**src/rtl/rsz_pkg.sv**
```systemverilog
package rsz_pkg;
  typedef enum logic [1:0] {
    ST_IDLE,
    ST_CHECK,
    ST_RUN
  } rsz_state_e;

  localparam int AXIS_V = 0;
  localparam int AXIS_H = 1;
  localparam int N_AXES = 2;
endpackage

```
**src/rtl/rsz_limit_check.sv**
```systemverilog
module rsz_limit_check #(
  parameter int IN_W    = 13,
  parameter int OUT_W   = 11,
  parameter int IN_MAX  = 4096,
  parameter int OUT_MAX = 1024
) (
  input  logic [IN_W-1:0]  src_sz,
  input  logic [OUT_W-1:0] dst_sz,
  output logic             bad
);
  logic [IN_W+1:0] dst_x4;
  logic [IN_W+1:0] src_ext;

  assign dst_x4  = {{(IN_W-OUT_W){1'b0}}, dst_sz, 2'b00};
  assign src_ext = {2'b00, src_sz};

  always_comb begin
    bad = 1'b0;
    if (src_sz == '0) bad = 1'b1;
    if (32'(src_sz) > IN_MAX) bad = 1'b1;
    if (32'(dst_sz) > OUT_MAX) bad = 1'b1;
    if (dst_sz < OUT_W'(2)) bad = 1'b1;
    if (dst_x4 < src_ext) bad = 1'b1;
  end
endmodule

```
**src/rtl/rsz_predecim.sv**
```systemverilog
module rsz_predecim #(
  parameter int IN_W    = 13,
  parameter int OUT_W   = 11,
  parameter int OUT_MAX = 1024,
  parameter int MAX_DEC = 2,
  localparam int DEC_W  = $clog2(MAX_DEC + 1)
) (
  input  logic [IN_W-1:0]  src_sz,
  input  logic [OUT_W-1:0] dst_sz,
  output logic [IN_W-1:0]  work_sz,
  output logic [DEC_W-1:0] dec_exp
);
  logic [IN_W:0] dst_x2;
  assign dst_x2 = {{(IN_W-OUT_W){1'b0}}, dst_sz, 1'b0};

  always_comb begin
    work_sz = src_sz;
    dec_exp = '0;
    for (int i = 0; i < MAX_DEC; i++) begin
      if ((32'(work_sz) > OUT_MAX) || ({1'b0, work_sz} >= dst_x2)) begin
        work_sz = work_sz >> 1;
        dec_exp = dec_exp + DEC_W'(1);
      end
    end
  end
endmodule

```
**src/rtl/rsz_divider.sv**
```systemverilog
module rsz_divider #(
  parameter int DVD_W = 26,
  parameter int DVS_W = 11,
  localparam int CNT_W = $clog2(DVD_W + 1)
) (
  input  logic             clk,
  input  logic             rst,
  input  logic             go,
  input  logic [DVD_W-1:0] dividend,
  input  logic [DVS_W-1:0] divisor,
  output logic             busy,
  output logic             fin,
  output logic [DVD_W-1:0] quot
);
  logic [DVS_W-1:0] rem_q;
  logic [DVS_W-1:0] dvs_q;
  logic [DVD_W-1:0] sh_q;
  logic [CNT_W-1:0] cnt_q;
  logic [DVS_W:0]   trial;
  logic             take;

  assign trial = {rem_q, sh_q[DVD_W-1]};
  assign take  = trial >= {1'b0, dvs_q};
  assign quot  = sh_q;

  always_ff @(posedge clk) begin
    if (rst) begin
      rem_q <= '0;
      dvs_q <= '0;
      sh_q  <= '0;
      cnt_q <= '0;
      busy  <= 1'b0;
      fin   <= 1'b0;
    end else begin
      fin <= 1'b0;
      if (!busy) begin
        if (go) begin
          rem_q <= '0;
          dvs_q <= divisor;
          sh_q  <= dividend;
          cnt_q <= CNT_W'(DVD_W);
          busy  <= 1'b1;
        end
      end else begin
        rem_q <= take ? (trial[DVS_W-1:0] - dvs_q) : trial[DVS_W-1:0];
        sh_q  <= {sh_q[DVD_W-2:0], take};
        cnt_q <= cnt_q - CNT_W'(1);
        if (cnt_q == CNT_W'(1)) begin
          busy <= 1'b0;
          fin  <= 1'b1;
        end
      end
    end
  end
endmodule

```
**src/rtl/rsz_calc.sv**
```systemverilog
module rsz_calc
  import rsz_pkg::*;
#(
  parameter int IN_W    = 13,
  parameter int OUT_W   = 11,
  parameter int FRAC_W  = 13,
  parameter int STEP_W  = 14,
  parameter int IN_MAX  = 4096,
  parameter int OUT_MAX = 1024,
  parameter int MAX_DEC = 2,
  localparam int DEC_W  = $clog2(MAX_DEC + 1),
  localparam int DVD_W  = IN_W + FRAC_W,
  localparam int WORD_W = 2 * (DEC_W + STEP_W)
) (
  input  logic              clk,
  input  logic              rst,
  input  logic              start,
  input  logic [IN_W-1:0]   src_v,
  input  logic [OUT_W-1:0]  dst_v,
  input  logic [IN_W-1:0]   src_h,
  input  logic [OUT_W-1:0]  dst_h,
  output logic              busy,
  output logic              done,
  output logic              err,
  output logic              warn,
  output logic [WORD_W-1:0] cfg_word
);
  rsz_state_e state_q;

  logic [IN_W-1:0]  src_q [N_AXES];
  logic [OUT_W-1:0] dst_q [N_AXES];
  logic [IN_W-1:0]  work  [N_AXES];
  logic [DEC_W-1:0] dexp  [N_AXES];
  logic [N_AXES-1:0] bad;

  logic              axis_q;
  logic              go_q;
  logic [DEC_W-1:0]  dec_v_q;
  logic [STEP_W-1:0] step_v_q;
  logic              warn_v_q;

  logic [IN_W-1:0]   work_sel;
  logic [OUT_W-1:0]  dst_sel;
  logic [DVD_W-1:0]  dvd;
  logic [OUT_W-1:0]  dvs;
  logic              div_busy;
  logic              div_fin;
  logic [DVD_W-1:0]  div_q;
  logic              ovf;
  logic [STEP_W-1:0] step;

  for (genvar a = 0; a < N_AXES; a++) begin : g_axis
    rsz_limit_check #(
      .IN_W(IN_W), .OUT_W(OUT_W), .IN_MAX(IN_MAX), .OUT_MAX(OUT_MAX)
    ) u_lim (
      .src_sz(src_q[a]), .dst_sz(dst_q[a]), .bad(bad[a])
    );
    rsz_predecim #(
      .IN_W(IN_W), .OUT_W(OUT_W), .OUT_MAX(OUT_MAX), .MAX_DEC(MAX_DEC)
    ) u_dec (
      .src_sz(src_q[a]), .dst_sz(dst_q[a]), .work_sz(work[a]), .dec_exp(dexp[a])
    );
  end

  assign work_sel = axis_q ? work[AXIS_H] : work[AXIS_V];
  assign dst_sel  = axis_q ? dst_q[AXIS_H] : dst_q[AXIS_V];
  assign dvd      = {work_sel - IN_W'(1), {FRAC_W{1'b0}}};
  assign dvs      = dst_sel - OUT_W'(1);

  rsz_divider #(.DVD_W(DVD_W), .DVS_W(OUT_W)) u_div (
    .clk(clk), .rst(rst), .go(go_q), .dividend(dvd), .divisor(dvs),
    .busy(div_busy), .fin(div_fin), .quot(div_q)
  );

  assign ovf  = |div_q[DVD_W-1:STEP_W];
  assign step = ovf ? {STEP_W{1'b1}} : div_q[STEP_W-1:0];

  always_ff @(posedge clk) begin
    if (rst) begin
      state_q  <= ST_IDLE;
      for (int a = 0; a < N_AXES; a++) begin
        src_q[a] <= '0;
        dst_q[a] <= '0;
      end
      axis_q   <= 1'b0;
      go_q     <= 1'b0;
      dec_v_q  <= '0;
      step_v_q <= '0;
      warn_v_q <= 1'b0;
      busy     <= 1'b0;
      done     <= 1'b0;
      err      <= 1'b0;
      warn     <= 1'b0;
      cfg_word <= '0;
    end else begin
      done <= 1'b0;
      go_q <= 1'b0;
      case (state_q)
        ST_IDLE: begin
          if (start) begin
            src_q[AXIS_V] <= src_v;
            dst_q[AXIS_V] <= dst_v;
            src_q[AXIS_H] <= src_h;
            dst_q[AXIS_H] <= dst_h;
            busy    <= 1'b1;
            state_q <= ST_CHECK;
          end
        end
        ST_CHECK: begin
          if (|bad) begin
            err      <= 1'b1;
            warn     <= 1'b0;
            cfg_word <= '0;
            done     <= 1'b1;
            busy     <= 1'b0;
            state_q  <= ST_IDLE;
          end else begin
            axis_q  <= 1'b0;
            go_q    <= 1'b1;
            state_q <= ST_RUN;
          end
        end
        ST_RUN: begin
          if (div_fin) begin
            if (!axis_q) begin
              dec_v_q  <= dexp[AXIS_V];
              step_v_q <= step;
              warn_v_q <= ovf;
              axis_q   <= 1'b1;
              go_q     <= 1'b1;
            end else begin
              cfg_word <= {dec_v_q, step_v_q, dexp[AXIS_H], step};
              warn     <= warn_v_q | ovf;
              err      <= 1'b0;
              done     <= 1'b1;
              busy     <= 1'b0;
              state_q  <= ST_IDLE;
            end
          end
        end
        default: state_q <= ST_IDLE;
      endcase
    end
  end
endmodule

```
**config.mk**
```make
export PLATFORM = sky130hd
export DESIGN_NAME = rsz_calc
export DESIGN_NICKNAME = d
export VERILOG_FILES = /design/src/rtl/rsz_pkg.sv /design/src/rtl/rsz_limit_check.sv /design/src/rtl/rsz_predecim.sv /design/src/rtl/rsz_divider.sv /design/src/rtl/rsz_calc.sv
export SDC_FILE = /design/constraint.sdc
export NUM_CORES = 1
export LEC_CHECK = 0
export BUFFER_PORTS_ARGS = -buffer_cell sky130_fd_sc_hd__buf_2
export CORE_ASPECT_RATIO = 1.75
export CORE_MARGIN = 3
export CORE_UTILIZATION = 29
export CTS_CLUSTER_SIZE = 30
export DETAILED_ROUTE_END_ITERATION = 10
export GPL_TIMING_DRIVEN = 0
export HOLD_SLACK_MARGIN = 0.08
export PLACE_DENSITY = 0.54
export SLEW_MARGIN = 20
export SYNTH_ARGS = -nofsm -noshare
export SYNTH_HDL_FRONTEND = slang
export SYNTH_SLANG_ARGS = --single-unit
```
**constraint.sdc**
```tcl
create_clock -name clk -period 9 [get_ports clk]
set_input_delay 1.8 -clock clk [delete_from_list [all_inputs] [get_ports clk]]
set_output_delay 1.8 -clock clk [all_outputs]
set_load 0.02 [all_outputs]
```
==> reports/metrics.csv, run 1 <==
stage;metric;value;unit
synthesis;synth_cells;1115;
timing;drv_slew;0;
critical_path;crit_family;compound AO/OA/AOI/OAI gates;
placement;dp_slack;2536;ps
route;drc;0;
critical_path;critPathSlowestCell;nor4b_4;
power_and_ir_drop;swShare;31.30;%
synthesis;ys.flop_type;dfxtp_1;
die;start_util;29.53;%
die;ios;87;
finish;diodes;0;
timing;hold_violations;0;
timing;maxSlewHeadroom;36.52;%
synthesis;synth_edf_count;48;
grt;grt_pass1_vias;8364;
synthesis;synth_common_cells;dfxtp_1, nand2_1, a21oi_1;
synthesis;avgSynthCellArea;8.590;um^2
critical_path;arrival;6860;ps
placement;numPortBuffers;85;
synthesis;syn_area;9578;um^2
timing;final.setup.tns;0;ps
timing;layout_setup_ws;2466;ps
clock_network;clkSinkCount;160;
worst_hold_path;hold_class;flip-flop to flip-flop;
critical_path;crit_type;flip-flop to flip-flop;
critical_path;path_common_cell;ha_1;
finish;final_layout_size_suffix_gt1_share;11.54;%
route;drtAntennaViolNets;0;
critical_path;reg2reg_slack;2470;ps
grt;grtUsageTotal;15.78;%
placement;gp_congestion;0.9188;
power_and_ir_drop;intPower;1282;uW
clock_network;cts_tree;built;
finish;final_net_count;1358;
power_and_ir_drop;pwr-share-clk;37.3;%
critical_path;end_kind;flip-flop;
placement;hpwl;22430;um
timing;fin_skew;12.47;ps
clock_network;post_cts_buffers;0;
synthesis;seq_area_frac_synth;38.46;%
clock_network;clock_latency;450;ps
die;die_h;246.4;um
timing;clock.fmax;153.1;MHz
synthesis;synth_top_cells_by_area;dfxtp_1, edfxtp_1, ha_1;
power_and_ir_drop;seq_power_share;42.7;%
critical_path;slowest_delay;590;ps
status;status;completed;
synthesis;synth_top_area_share;23.41;%
timing;timing.final.crit_share;72.60;%
clock_network;cts.path.max_buffers;2;
power_and_ir_drop;total_power;1866;uW
die;dieArea;35330;um^2
die;coreArea;32440;um^2
critical_path;path_max_fanout;10;
synthesis;ys_ff_latch;160;
synthesis;synth_top_cell_by_area;dfxtp_1;
grt;grt_max_degree;49;
grt;grt_pass1_wl;43370;um
critical_path;critPathBufInv;3;
timing;rsz0062_at_grt;no;
clock_network;cts_root_buf;clkbuf_16;
critical_path;critical_path_required;9330;ps
grt;antenna_found_initial;0;
job;cap_violations;0;
power_and_ir_drop;power.density;168.4;nW/um^2
power_and_ir_drop;pwr-share-comb;20.0;%
clock_network;cts_hold_buf;0;
power_and_ir_drop;p_sw;584.0;uW
finish;area_delta_synth_final;15.68;%
route;dr_total_vias;8215;
route;via_per_inst;5.037;
power_and_ir_drop;p_leak;0.004491;uW
timing;setup_viol;0;
route;drtIter0Drc;355;
clock_network;htreeDepth;4;
synthesis;ys_async_sr_fraction;0;%
synthesis;synth_fp_nets;1254;
synthesis;yosysMostFrequentCell;dfxtp_1;
synthesis;ys_warn_count;0;
clock_network;cts_made_buffers;17;
die;die_w;143.4;um
critical_path;startpoint_type;flip-flop;
clock_network;clk_pin_slew;70;ps
timing;worst_pin_slew;940.3;ps
route;dr.pass1.iters;6;
die;num_rows;87;
route;wl_per_cell;16.86;um
power_and_ir_drop;vdd_ir_drop_max;0.1726;mV
grt;overflow;0;
clock_network;cts-resized-gates;0;
critical_path;crit_chain;inv_1, ha_1, a21oi_1, nand2_1, o2111ai_1, nand3_1, buf_1, a2bb2oi_1, inv_1, ha_1, a2111oi_0, o21ai_0, a221o_1, nor4b_4, mux2i_1, o311a_1, ha_1, nand3_1, nor4_2, xnor2_1, o21ai_1;
route;drt_wl_total;27500;um
synthesis;yosysUniqueCellTypes;71;
timing;post-route-min-period;6534;ps
## power groups by stage
stage / logic (uW) / clock network [uW] / registers [uW]
2_1_floorplan: 270 / 0 / 798
3_3_place_gp: 365 / 0 / 813
3_5_place_dp: 372 / 0 / 812
4_1_cts: 374 / 715 / 796
5_1_grt: 419 / 741 / 798
6_report: 373 / 696 / 796
## cells in the final DEF, fill, tap and decap left out, types with 17 or more instances in the layout
cell       count
inv_1         87
mux2i_1       35
clkbuf_16     17
clkbuf_1      44
o211ai_1      21
buf_2         87
nor3_1        43
nand3_1       45
dfxtp_1      112
nand2_1      108
a21oi_1      105
ha_1          87
edfxtp_1      48
and2_1        51
o21ai_0       36
nor2_1        78
## tightest hold or removal path: cells and delay by family, from the launching register on
family | cells | cell delay, ps
DFF | 1 | 310
AOI/OAI and AO/OA | 1 | 50
and+or+nand+nor | 1 | 50
## layer usage
metal  wire length [um]  up-vias  track usage [%]
met1              10130     3824            15.34
met5                  0        -                0
met4               1602        0            10.01
li1                   -     4151                -
met2              15030      170            30.19
met3                736       70            2.331
## area by class of cell
type / count / area, um^2
clock buffer: 18 / 439.2
tap: 400 / 500.5
multi-input combinational: 809 / 5345
buffer: 58 / 229.0
clock inverter: 13 / 123.9
sequential: 160 / 3684
fill: 3395 / 21360
inverter: 88 / 332.8
timing repair buffer: 85 / 425.4
## worst paths after layout
| check | end | startpoint | cells past startpoint |
|---|---|---|---|
| min reg2reg | cfg_word[9] | cfg_word[9] | 2 |
| max reg2reg | u_div.quot[23] | dst_q[0][3] | 21 |
| min | cfg_word[9] | cfg_word[9] | 2 |
| max | u_div.quot[23] | dst_q[0][3] | 21 |
## logic make-up after synthesis
group	Yosys count	share of synthesized area, %
and+or+nand+nor	407	21.35
DFF	160	38.46
buffers and inverters	146	5.866
xor gates and xnor gates	21	1.920
adders and majority gates	88	11.57
muxes	39	4.167
AOI/OAI and AO/OA	254	16.67
## through the flow
stage	util [%]	area, um^2	std cells	hold slack [ps]
finish	34.15	11080	1631	448.0
global route	34.15	11080	1631	472.6
CTS	34.14	11070	1631	451.9
detailed placement	32.40	10510	1600	442.1
global placement	32.38	10500	1600	438.3
floorplan	-	9578	1115	425.7
## flip-flops by register name, summed over array words and instances (netlist names), 5 cells and up
register,flops
cfg_word,32
dst_q,22
src_q,26
step_v_q,14
u_div.cnt_q,5
u_div.dvs_q,11
u_div.quot,26
u_div.rem_q,11
No activity file was read; power rests on OpenSTA's default activity.
==> run 2: changes to the inputs <==
clock period = 6.5 ns   (was 9 ns; I/O delays follow)
==> run 2 against run 1 <==
Compared with the run above: flip-flop and latch count did not move; final cell count rose by 0.25%; via count barely moved; utilization rose by 0.12 points; clock-buffer cell count did not move; combinational power rose by 41%; power rose by 39%; setup slack got worse by 2100 ps; sequential power rose by 38%; largest cell class unchanged; highest routed layer unchanged.
==> reports/metrics.csv, run 2 (same netlist as run 1, synthesis figures left out) <==
stage;metric;value;unit
clock_network;cts_hold_buf;0;
grt;antenna_found_initial;0;
timing;clock.fmax;163.9;MHz
clock_network;cts_tree;built;
grt;grtUsageTotal;15.78;%
clock_network;cts_made_buffers;17;
route;drtAntennaViolNets;0;
critical_path;path_max_fanout;10;
finish;nFillCells;3390;
route;drtIter0Drc;359;
die;dieArea;35330;um^2
power_and_ir_drop;vdd_ir_drop_max;0.2388;mV
clock_network;clock_latency;450;ps
finish;final_common_cell;dfxtp_1;
worst_hold_path;whs_endpoint;cfg_word[9];
die;num_rows;87;
finish;diodes;0;
power_and_ir_drop;p_leak;0.004513;uW
clock_network;clk_pin_slew;70;ps
finish;area_delta_synth_final;16.07;%
die;die_h;246.4;um
critical_path;r2r-end;u_div.quot[23];
timing;final.setup.tns;0;ps
critical_path;critical_path_required;6830;ps
route;dr_total_vias;8217;
clock_network;htreeDepth;4;
worst_hold_path;hold_depth;2;
finish;top_register;cfg_word;
finish;largest_register_ffs;32;
timing;rsz0062_at_grt;no;
finish;final_layout_size_suffix_gt1_share;11.98;%
timing;hold_violations;0;
worst_hold_path;hold_path.startpoint;cfg_word[9];
critical_path;startpoint_type;flip-flop;
timing;hold_ws;448.0;ps
timing;maxSlewHeadroom;36.72;%
grt;overflow;0;
power_and_ir_drop;power.density;233.3;nW/um^2
route;drt_wl_total;27590;um
timing;setup_viol;0;
critical_path;slowest_delay;460;ps
route;wl_per_cell;16.87;um
critical_path;critPathSlowestCell;edfxtp_1;
die;start_util;29.53;%
timing;drv_slew;0;
route;drc;0;
placement;numPortBuffers;85;
critical_path;startpoint;dst_q[0][3];
finish;layout_common_cells;dfxtp_1, nand2_1, a21oi_1;
finish;final_net_count;1362;
placement;hpwl;22430;um
die;ios;87;
critical_path;critPathBufInv;4;
timing;fin_skew;12.12;ps
die;die_w;143.4;um
critical_path;end_kind;flip-flop;
timing;post-route-min-period;6103;ps
critical_path;r2r_start;dst_q[0][3];
job;cap_violations;0;
timing;worst_pin_slew;937.3;ps
critical_path;crit_type;flip-flop to flip-flop;
placement;gp_congestion;0.9188;
finish;post-route-cell-area;11120;um^2
critical_path;crit_family;compound AO/OA/AOI/OAI gates;
grt;grt_pass1_wl;43370;um
worst_hold_path;hold_class;flip-flop to flip-flop;
critical_path;reg2reg_slack;400;ps
clock_network;cts_root_buf;clkbuf_16;
clock_network;clkSinkCount;160;
critical_path;crit_chain;inv_1, ha_1, a21oi_1, nand2_1, o2111ai_1, nand3_1, clkbuf_2, mux2i_1, inv_1, ha_1, a21o_1, a21oi_1, o21ai_0, a221o_1, nor4b_4, buf_4, mux2i_1, o311a_1, ha_1, nand3_1, nor4_2, xnor2_1, o21ai_1;
route;dr.pass1.iters;4;
grt;grt_pass1_vias;8364;
critical_path;arrival;6430;ps
critical_path;path_common_cell;ha_1;
placement;place_area;10510;um^2
clock_network;cts.path.max_buffers;2;
critical_path;reg2reg_depth;23;
die;coreArea;32440;um^2
route;via_per_inst;5.026;
timing;timing.final.crit_share;93.89;%
grt;grt_max_degree;49;
status;status;completed;
[run 2: cell types whose count changed in the layout (fill, tap and decap cells not counted)]
cell       change
a2bb2oi_2      +1
a2bb2oi_1      -1
buf_4          +4
buf_1          -1
clkbuf_2       +1
[run 2: per-stage QoR]
| step | power (uW) | instances | util, % | worst slack, ps |
|---|---|---|---|---|
| after floorplan | 1480 | 1115 | - | 1526 |
| after global placement | 1631 | 1600 | 32.38 | 33.23 |
| after detailed placement | 1640 | 1600 | 32.40 | 35.67 |
| after CTS | 2611 | 1631 | 34.14 | 4.551 |
| after global routing | 2720 | 1635 | 34.27 | 75.04 |
| final | 2594 | 1635 | 34.27 | 397.3 |
[run 2: how the worst max path moves through the flow]
stage	endpoint	cells past startpoint	slack, ps
after floorplan	u_div.quot[23]	19	1530
after global placement	u_div.quot[23]	21	30
after detailed placement	u_div.quot[23]	21	40
after CTS	u_div.quot[23]	21	5
after global routing	u_div.quot[17]	22	80
final	u_div.quot[23]	23	400
[run 2: repair_timing]
item | CTS | global route
buffers inserted | 0 | 4
setup endpoints to repair | 0 | 8
resized for setup | 0 | 2
[run 2: layer usage]
| metal | wire length [um] | GRT usage (%) | part of all wire (%) | up-vias |
|---|---|---|---|---|
| met4 | 1634 | 10.01 | 5.9 | 0 |
| met1 | 10150 | 15.34 | 37 | 3814 |
| met5 | 0 | 0 | 0 | - |
| met3 | 761 | 2.331 | 2.8 | 73 |
| li1 | - | - | - | 4158 |
| met2 | 15040 | 30.19 | 55 | 172 |
[run 2: power by group]
part	switching, uW	internal, uW
registers	42.7	1060
clock network	454	512
logic	316	210
total	812	1780
[run 2: final cells by class]
class | instances | area [um^2] | area share, %
Buffer | 58 | 230.2 | 2.071
Timing Repair Buffer | 89 | 455.4 | 4.097
Sequential cell | 160 | 3684 | 33.13
Inverter | 88 | 332.8 | 2.994
Multi-Input combinational cell | 809 | 5351 | 48.14
Clock buffer | 18 | 439.2 | 3.950
Tap cell | 400 | 500.5 | 4.502
Clock inverter | 13 | 123.9 | 1.114
[run 2: worst register-to-register path: stages, from the launching register on]
cell	delay [ps]
edfxtp_1	460
inv_1	160
ha_1	280
a21oi_1	150
nand2_1	80
o2111ai_1	450
nand3_1	240
clkbuf_2	330
mux2i_1	360
inv_1	80
ha_1	300
a21o_1	160
a21oi_1	220
o21ai_0	140
a221o_1	410
nor4b_4	290
buf_4	200
mux2i_1	360
o311a_1	340
ha_1	220
nand3_1	210
nor4_2	310
xnor2_1	160
o21ai_1	70
